## config.mk

```make
export PLATFORM = sky130hd
export DESIGN_NAME = npc_unit
export DESIGN_NICKNAME = d
export VERILOG_FILES = /design/src/rtl/npc_pkg.sv /design/src/rtl/npc_cond.sv /design/src/rtl/npc_addr.sv /design/src/rtl/npc_unit.sv
export SDC_FILE = /design/constraint.sdc
export NUM_CORES = 1
export LEC_CHECK = 0
export BUFFER_PORTS_ARGS = -buffer_cell sky130_fd_sc_hd__buf_2
export CORE_MARGIN = 2
export CORE_UTILIZATION = 55
export DETAILED_ROUTE_END_ITERATION = 6
export HOLD_SLACK_MARGIN = 0.03
export PLACE_DENSITY_LB_ADDON = 0.12
export SLEW_MARGIN = 20
export SYNTH_ARGS = -nofsm -noshare
export SYNTH_HDL_FRONTEND = slang
export SYNTH_SLANG_ARGS = --single-unit
```

## constraint.sdc

```tcl
create_clock -name clk -period 8.4 [get_ports clk]
set_clock_uncertainty 0.05 [all_clocks]
set_input_delay 0.84 -clock clk [delete_from_list [all_inputs] [get_ports clk]]
set_output_delay 0.84 -clock clk [all_outputs]
set_load 0.005 [all_outputs]
```

## src/rtl/npc_pkg.sv

```systemverilog
package npc_pkg;

    localparam int XLEN      = 32;
    localparam int RIDX_W    = 5;
    localparam int OP_W      = 4;
    localparam int STEP_FULL = 4;
    localparam int STEP_HALF = 2;

    typedef enum logic [OP_W-1:0] {
        OP_NONE  = 4'd0,
        OP_JAL   = 4'd1,
        OP_JALR  = 4'd2,
        OP_BEQ   = 4'd3,
        OP_BNE   = 4'd4,
        OP_BLT   = 4'd5,
        OP_BGE   = 4'd6,
        OP_BLTU  = 4'd7,
        OP_BGEU  = 4'd8,
        OP_CBEQZ = 4'd9,
        OP_CBNEZ = 4'd10,
        OP_CJR   = 4'd11,
        OP_CJALR = 4'd12
    } flow_op_e;

    typedef enum logic [2:0] {
        CMP_EQ, CMP_NE, CMP_LT, CMP_GE, CMP_LTU, CMP_GEU, CMP_EQZ, CMP_NEZ
    } cmp_kind_e;

    typedef enum logic [1:0] {
        TGT_PC_REL, TGT_REG_IMM, TGT_REG_ONLY
    } tgt_sel_e;

    typedef struct packed {
        logic [XLEN-1:0]   next_pc;
        logic [XLEN-1:0]   link_val;
        logic              link_we;
        logic [RIDX_W-1:0] link_rd;
        logic              taken;
    } flow_res_t;

    function automatic flow_op_e to_op(input logic [OP_W-1:0] code);
        flow_op_e r;
        case (code)
            4'd1:    r = OP_JAL;
            4'd2:    r = OP_JALR;
            4'd3:    r = OP_BEQ;
            4'd4:    r = OP_BNE;
            4'd5:    r = OP_BLT;
            4'd6:    r = OP_BGE;
            4'd7:    r = OP_BLTU;
            4'd8:    r = OP_BGEU;
            4'd9:    r = OP_CBEQZ;
            4'd10:   r = OP_CBNEZ;
            4'd11:   r = OP_CJR;
            4'd12:   r = OP_CJALR;
            default: r = OP_NONE;
        endcase
        return r;
    endfunction

    function automatic logic forces_half(input flow_op_e op);
        return (op == OP_CBEQZ) || (op == OP_CBNEZ) ||
               (op == OP_CJR)   || (op == OP_CJALR);
    endfunction

    function automatic logic is_cond(input flow_op_e op);
        return (op >= OP_BEQ) && (op <= OP_CBNEZ);
    endfunction

    function automatic logic is_jump(input flow_op_e op);
        return (op == OP_JAL) || (op == OP_JALR) ||
               (op == OP_CJR) || (op == OP_CJALR);
    endfunction

    function automatic cmp_kind_e cmp_of(input flow_op_e op);
        cmp_kind_e k;
        case (op)
            OP_BNE:   k = CMP_NE;
            OP_BLT:   k = CMP_LT;
            OP_BGE:   k = CMP_GE;
            OP_BLTU:  k = CMP_LTU;
            OP_BGEU:  k = CMP_GEU;
            OP_CBEQZ: k = CMP_EQZ;
            OP_CBNEZ: k = CMP_NEZ;
            default:  k = CMP_EQ;
        endcase
        return k;
    endfunction

    function automatic tgt_sel_e tgt_of(input flow_op_e op);
        tgt_sel_e t;
        case (op)
            OP_JALR:          t = TGT_REG_IMM;
            OP_CJR, OP_CJALR: t = TGT_REG_ONLY;
            default:          t = TGT_PC_REL;
        endcase
        return t;
    endfunction

endpackage

```

## src/rtl/npc_cond.sv

```systemverilog
module npc_cond
    import npc_pkg::*;
#(
    parameter int W = XLEN
) (
    input  logic [W-1:0] a_i,
    input  logic [W-1:0] b_i,
    input  cmp_kind_e    kind_i,
    output logic         hit_o
);
    logic eq, zero, slt, ult;

    assign eq   = (a_i == b_i);
    assign zero = (a_i == '0);
    assign ult  = (a_i < b_i);
    // signed order differs from unsigned only when the sign bits differ
    assign slt  = (a_i[W-1] != b_i[W-1]) ? a_i[W-1] : ult;

    always_comb begin
        case (kind_i)
            CMP_EQ:  hit_o = eq;
            CMP_NE:  hit_o = !eq;
            CMP_LT:  hit_o = slt;
            CMP_GE:  hit_o = !slt;
            CMP_LTU: hit_o = ult;
            CMP_GEU: hit_o = !ult;
            CMP_EQZ: hit_o = zero;
            CMP_NEZ: hit_o = !zero;
            default: hit_o = 1'b0;
        endcase
    end
endmodule

```

## src/rtl/npc_addr.sv

```systemverilog
module npc_addr
    import npc_pkg::*;
#(
    parameter int W     = XLEN,
    parameter int SHORT = STEP_HALF,
    parameter int FULL  = STEP_FULL
) (
    input  logic [W-1:0] pc_i,
    input  logic [W-1:0] reg_i,
    input  logic [W-1:0] imm_i,
    input  tgt_sel_e     sel_i,
    input  logic         half_i,
    output logic [W-1:0] target_o,
    output logic [W-1:0] seq_o
);
    localparam logic [W-1:0] STEP_S = W'(SHORT);
    localparam logic [W-1:0] STEP_F = W'(FULL);

    logic [W-1:0] pc_rel, reg_rel, reg_sum;

    assign seq_o   = pc_i + (half_i ? STEP_S : STEP_F);
    assign pc_rel  = pc_i + imm_i;
    assign reg_sum = reg_i + imm_i;
    assign reg_rel = {reg_sum[W-1:1], 1'b0};

    always_comb begin
        case (sel_i)
            TGT_REG_IMM:  target_o = reg_rel;
            TGT_REG_ONLY: target_o = {reg_i[W-1:1], 1'b0};
            default:      target_o = pc_rel;
        endcase
    end
endmodule

```

## src/rtl/npc_unit.sv

```systemverilog
module npc_unit
    import npc_pkg::*;
#(
    parameter int REG_OUT  = 1,
    parameter int LINK_IDX = 1
) (
    input  logic              clk,
    input  logic              rst,
    input  logic [XLEN-1:0]   pc_i,
    input  logic [XLEN-1:0]   opa_i,
    input  logic [XLEN-1:0]   opb_i,
    input  logic [XLEN-1:0]   imm_i,
    input  logic [OP_W-1:0]   op_i,
    input  logic              compressed_i,
    input  logic [RIDX_W-1:0] rd_i,
    output logic [XLEN-1:0]   next_pc_o,
    output logic [XLEN-1:0]   link_val_o,
    output logic              link_we_o,
    output logic [RIDX_W-1:0] link_rd_o,
    output logic              taken_o
);
    localparam logic [RIDX_W-1:0] LINK_R = RIDX_W'(LINK_IDX);

    flow_op_e     op;
    logic         half, hit, go;
    logic [XLEN-1:0] target, seq;
    flow_res_t    res_c, res_q;

    assign op   = to_op(op_i);
    assign half = compressed_i || forces_half(op);

    npc_cond #(.W(XLEN)) u_cond (
        .a_i   (opa_i),
        .b_i   (opb_i),
        .kind_i(cmp_of(op)),
        .hit_o (hit)
    );

    npc_addr #(.W(XLEN), .SHORT(STEP_HALF), .FULL(STEP_FULL)) u_addr (
        .pc_i    (pc_i),
        .reg_i   (opa_i),
        .imm_i   (imm_i),
        .sel_i   (tgt_of(op)),
        .half_i  (half),
        .target_o(target),
        .seq_o   (seq)
    );

    assign go = is_jump(op) || (is_cond(op) && hit);

    always_comb begin
        res_c.next_pc  = go ? target : seq;
        res_c.taken    = go;
        res_c.link_val = seq;
        res_c.link_rd  = (op == OP_CJALR) ? LINK_R : rd_i;
        case (op)
            OP_JAL, OP_JALR: res_c.link_we = (rd_i != '0);
            OP_CJALR:        res_c.link_we = (LINK_R != '0);
            default:         res_c.link_we = 1'b0;
        endcase
    end

    generate
        if (REG_OUT != 0) begin : g_reg
            always_ff @(posedge clk) begin
                if (rst) res_q <= '0;
                else     res_q <= res_c;
            end
        end else begin : g_comb
            assign res_q = res_c;
        end
    endgenerate

    assign next_pc_o  = res_q.next_pc;
    assign link_val_o = res_q.link_val;
    assign link_we_o  = res_q.link_we;
    assign link_rd_o  = res_q.link_rd;
    assign taken_o    = res_q.taken;
endmodule

```

==> key figures <==
Status
  • Status: complete, no violations

GRT
  • Met1 routing resource usage after global routing: roughly 43%
  • Met3 layer usage reported by global route: 6.66%
  • Global-route wire length before repair: 35.9 mm
  • Via count of the first global-routing pass: 7208
  • Met2 track utilization from global routing: 49.4%
  • Antenna violations before repair: 0
  • Aggregate global routing overflow: 0
  • Pin count of the biggest net entering global routing: 57
  • Total Routing Usage GR: about a third
  • Most Crowded Layer GR: met2

Placement
  • Routability Congestion: 0.987
  • Cell area after placement: 8430 um2
  • Dpl hpwl: about 18 mm
  • Number of I/O port buffers: 210

Clock tree
  • Post-CTS Hold Buffers: 0
  • Buffer count from post-CTS setup fixing: 0
  • Number of resized instances in the post-cts repair step: 0
  • Clock buffer count from CTS: 9
  • Clock Pin Slew Worst Setup and Hold Paths: 0.06 ns
  • Maximum root-to-sink buffer count: 2
  • Root Buffer: clkbuf_16
  • Num Clock Sinks: 71
  • CTS tree: built
  • Number of H-tree levels: 3

Final layout
  • N_diodes: 0
  • Most common library cell in the layout ignoring fill and taps: buf_2
  • Most used cells in the layout excluding fill and tap cells: buf_2 (210), ha_1 (97), nor2_1 (94)
  • Area growth from synthesis to layout: 20.1%
  • Number of fillers in the final layout: between 1000 and 1500
  • Layout cell share with drive strength beyond 1: a little under a quarter
  • Non-Filler Cell Area, Final: 8700 um2
  • Nets: 1356

Routing
  • Drt first-iter violations: 555
  • Average via count per standard cell: 5.96
  • DRT antenna net count: 0
  • First drt pass iteration count: 5
  • Average routed wire per standard cell: 17.6 um
  • Detailed-route via count: 7705
  • WL final: 22.7 mm
  • Remaining routing DRC violations: 0

Yosys
  • Synthesized area: 7250 um2
  • Number of instances in the synthesized netlist: 922
  • Top-area cell type share of the netlist area: 19.6%
  • Primary FF master, synth: dfxtp_1
  • Flip-flop and latch count after synthesis: 71
  • Cells taking the most area after synthesis: dfxtp_1 (20%), ha_1 (17%), a21oi_1 (6.2%)
  • Count of yosys warnings during synthesis: 0
  • Number of enable flip-flop cells after synthesis: 0
  • Area leader, netlist: dfxtp_1
  • Proportion of register bits with asynchronous set or reset after synthesis: 0%
  • Synthesized net count: 1162
  • Distinct cell type count after synthesis: 72
  • Avg Cell Area, Syn: 7.86 um2
  • Post-synthesis sequential area ratio: 19.6%

Power
  • P_leak: 4.22 nW
  • Maximum vdd drop: 143 uV
  • Total design power: about 0.0013 W
  • Power density over cell area: 144 nW/um2

Floorplanning
  • Floorplan die height: 119 um
  • Core box area: 12700 um2
  • Initial core utilization: 57.0%
  • Die W: 119 um
  • Number of standard-cell rows in the floorplan: 41
  • Die area: 14100 um2
  • Number of ports placed on the die boundary: 211

STA
  • Worst relative slew slack: 42.2%
  • Final cycle utilization of the critical path: 51.1%
  • Minimum period implied by the final worst setup slack: 4.30 ns
  • Hold Slack: 0.656 ns
  • Hold Vio Cnt, Final: 0
  • Post-Route Setup TNS: 0 ns
  • Tightest Pin Transition: 0.858 ns
  • Max frequency: approximately 0.23 GHz
  • Total of endpoints with negative setup slack in the final report: 0
  • Unrepaired setup endpoints after global routing: false
  • Max Transition Viols Final: 0

Critical path
  • Master of the slowest instance on the critical path: nor4_1
  • Critical Setup Path Class: primary input to register
  • Family with the most delay on the worst path: simple AND/OR/NAND/NOR gates
  • Cell-by-cell listing of the critical path: buf_2 -> ha_1 -> nand4_1 -> nor4_1 -> nand3_1 -> nor3b_1 -> o21ai_1 -> and2_1 -> nor2_2 -> buf_4 -> nor2_1 -> a21oi_1
  • Arrival time at the worst endpoint: about 4.5 ns
  • Data required time at the worst endpoint: 8.63 ns
  • Max Fanout on Critical Path: 16
  • Slowest cell delay on critical path: 0.80 ns
  • CP Capture Type: register
  • CP Launch Type: primary input
  • Buffer and inverter count on the worst path: 2

Min path
  • Class of the most critical hold timing path: primary input to register

Run
  • Number of maximum-capacitance violations: 0
## metal layers
metal  wire (um)  vias to the layer above
li1            -                     3799
met4         571                        0
met2        9940                      337
met3        1710                       40
met5           0                        -
met1       10500                     3529
## synth_stat cells, types with 4 or more instances
master	instances
a21oi_1	90
nor2_1	95
a211o_1	5
nand3_1	24
dfxtp_1	71
or3_1	5
a21o_1	33
ha_1	97
a211oi_1	14
nor2b_1	15
and3_1	14
o22a_1	16
o21a_1	9
nand2b_1	8
nand4_1	15
nor3b_1	7
o22ai_1	4
clkbuf_1	27
xnor2_1	36
buf_2	5
inv_1	48
nand2_1	61
o211ai_1	6
o21bai_1	6
a22oi_1	6
and2_1	11
o31ai_1	4
or2_2	6
a221oi_1	21
o21ai_0	34
nor3_1	10
nor4_1	10
a31oi_1	7
xor2_1	44
## kinds of logic (layout without fill, tap and decap cells)
kind of cell             Yosys count  in the layout  share of synthesized area (%)
multiplexers                       2              2                          0.276
XOR/XNOR                          80             80                           9.67
AO/OA/AOI/OAI                    297            297                           29.0
adder cells (fa/ha/maj)          100            100                           17.6
AND/OR/NAND/NOR                  291            291                           19.6
flip-flops                        71             71                           19.6
buffers and inverters             81            280                           4.28
## power breakdown
group | internal, W | leakage [nW] | switching (W) | total (W)
sequential | 0.000374 | 0.593 | 0.0000113 | 0.000385
clock | 0.000201 | 0.133 | 0.000159 | 0.000360
combinational | 0.000221 | 3.50 | 0.000290 | 0.000511
total | 0.000796 | 4.22 | 0.000461 | 0.00126
## worst paths after layout
path,from,end,slack [ns],cells after the start
hold / removal,rd_i[1],link_rd_o[1],0.66,2
setup / recovery,opa_i[31],next_pc_o[4],4.10,12
## cell type report
class                   count  area, um2  share of cell area (%)
clock buffers              10        229                    2.63
clock inverters             6       43.8                   0.503
inverters                  48        180                    2.07
multi-input cells         770       5520                    63.4
flip-flops and latches     71       1420                    16.3
well taps                 172        215                    2.47
repair buffers            216       1100                    12.6
## flip-flops by register name (all words and copies together) (netlist names)
| signal | flops |
|---|---|
| link_val_o | 32 |
| next_pc_o | 32 |
| link_rd_o | 5 |
| link_we_o | 1 |
| taken_o | 1 |
## stage by stage
stage / std cells / util, % / setup WS [ns]
after global placement: 1277 / 66.3 / 3.94
after global routing: 1293 / 68.4 / 3.86
after floorplan: 922 / - / 4.72
after CTS: 1293 / 68.4 / 4.21
final: 1293 / 68.4 / 4.10
after detailed placement: 1277 / 66.3 / 3.85
Note: power is estimated with default switching activity, not from simulation.
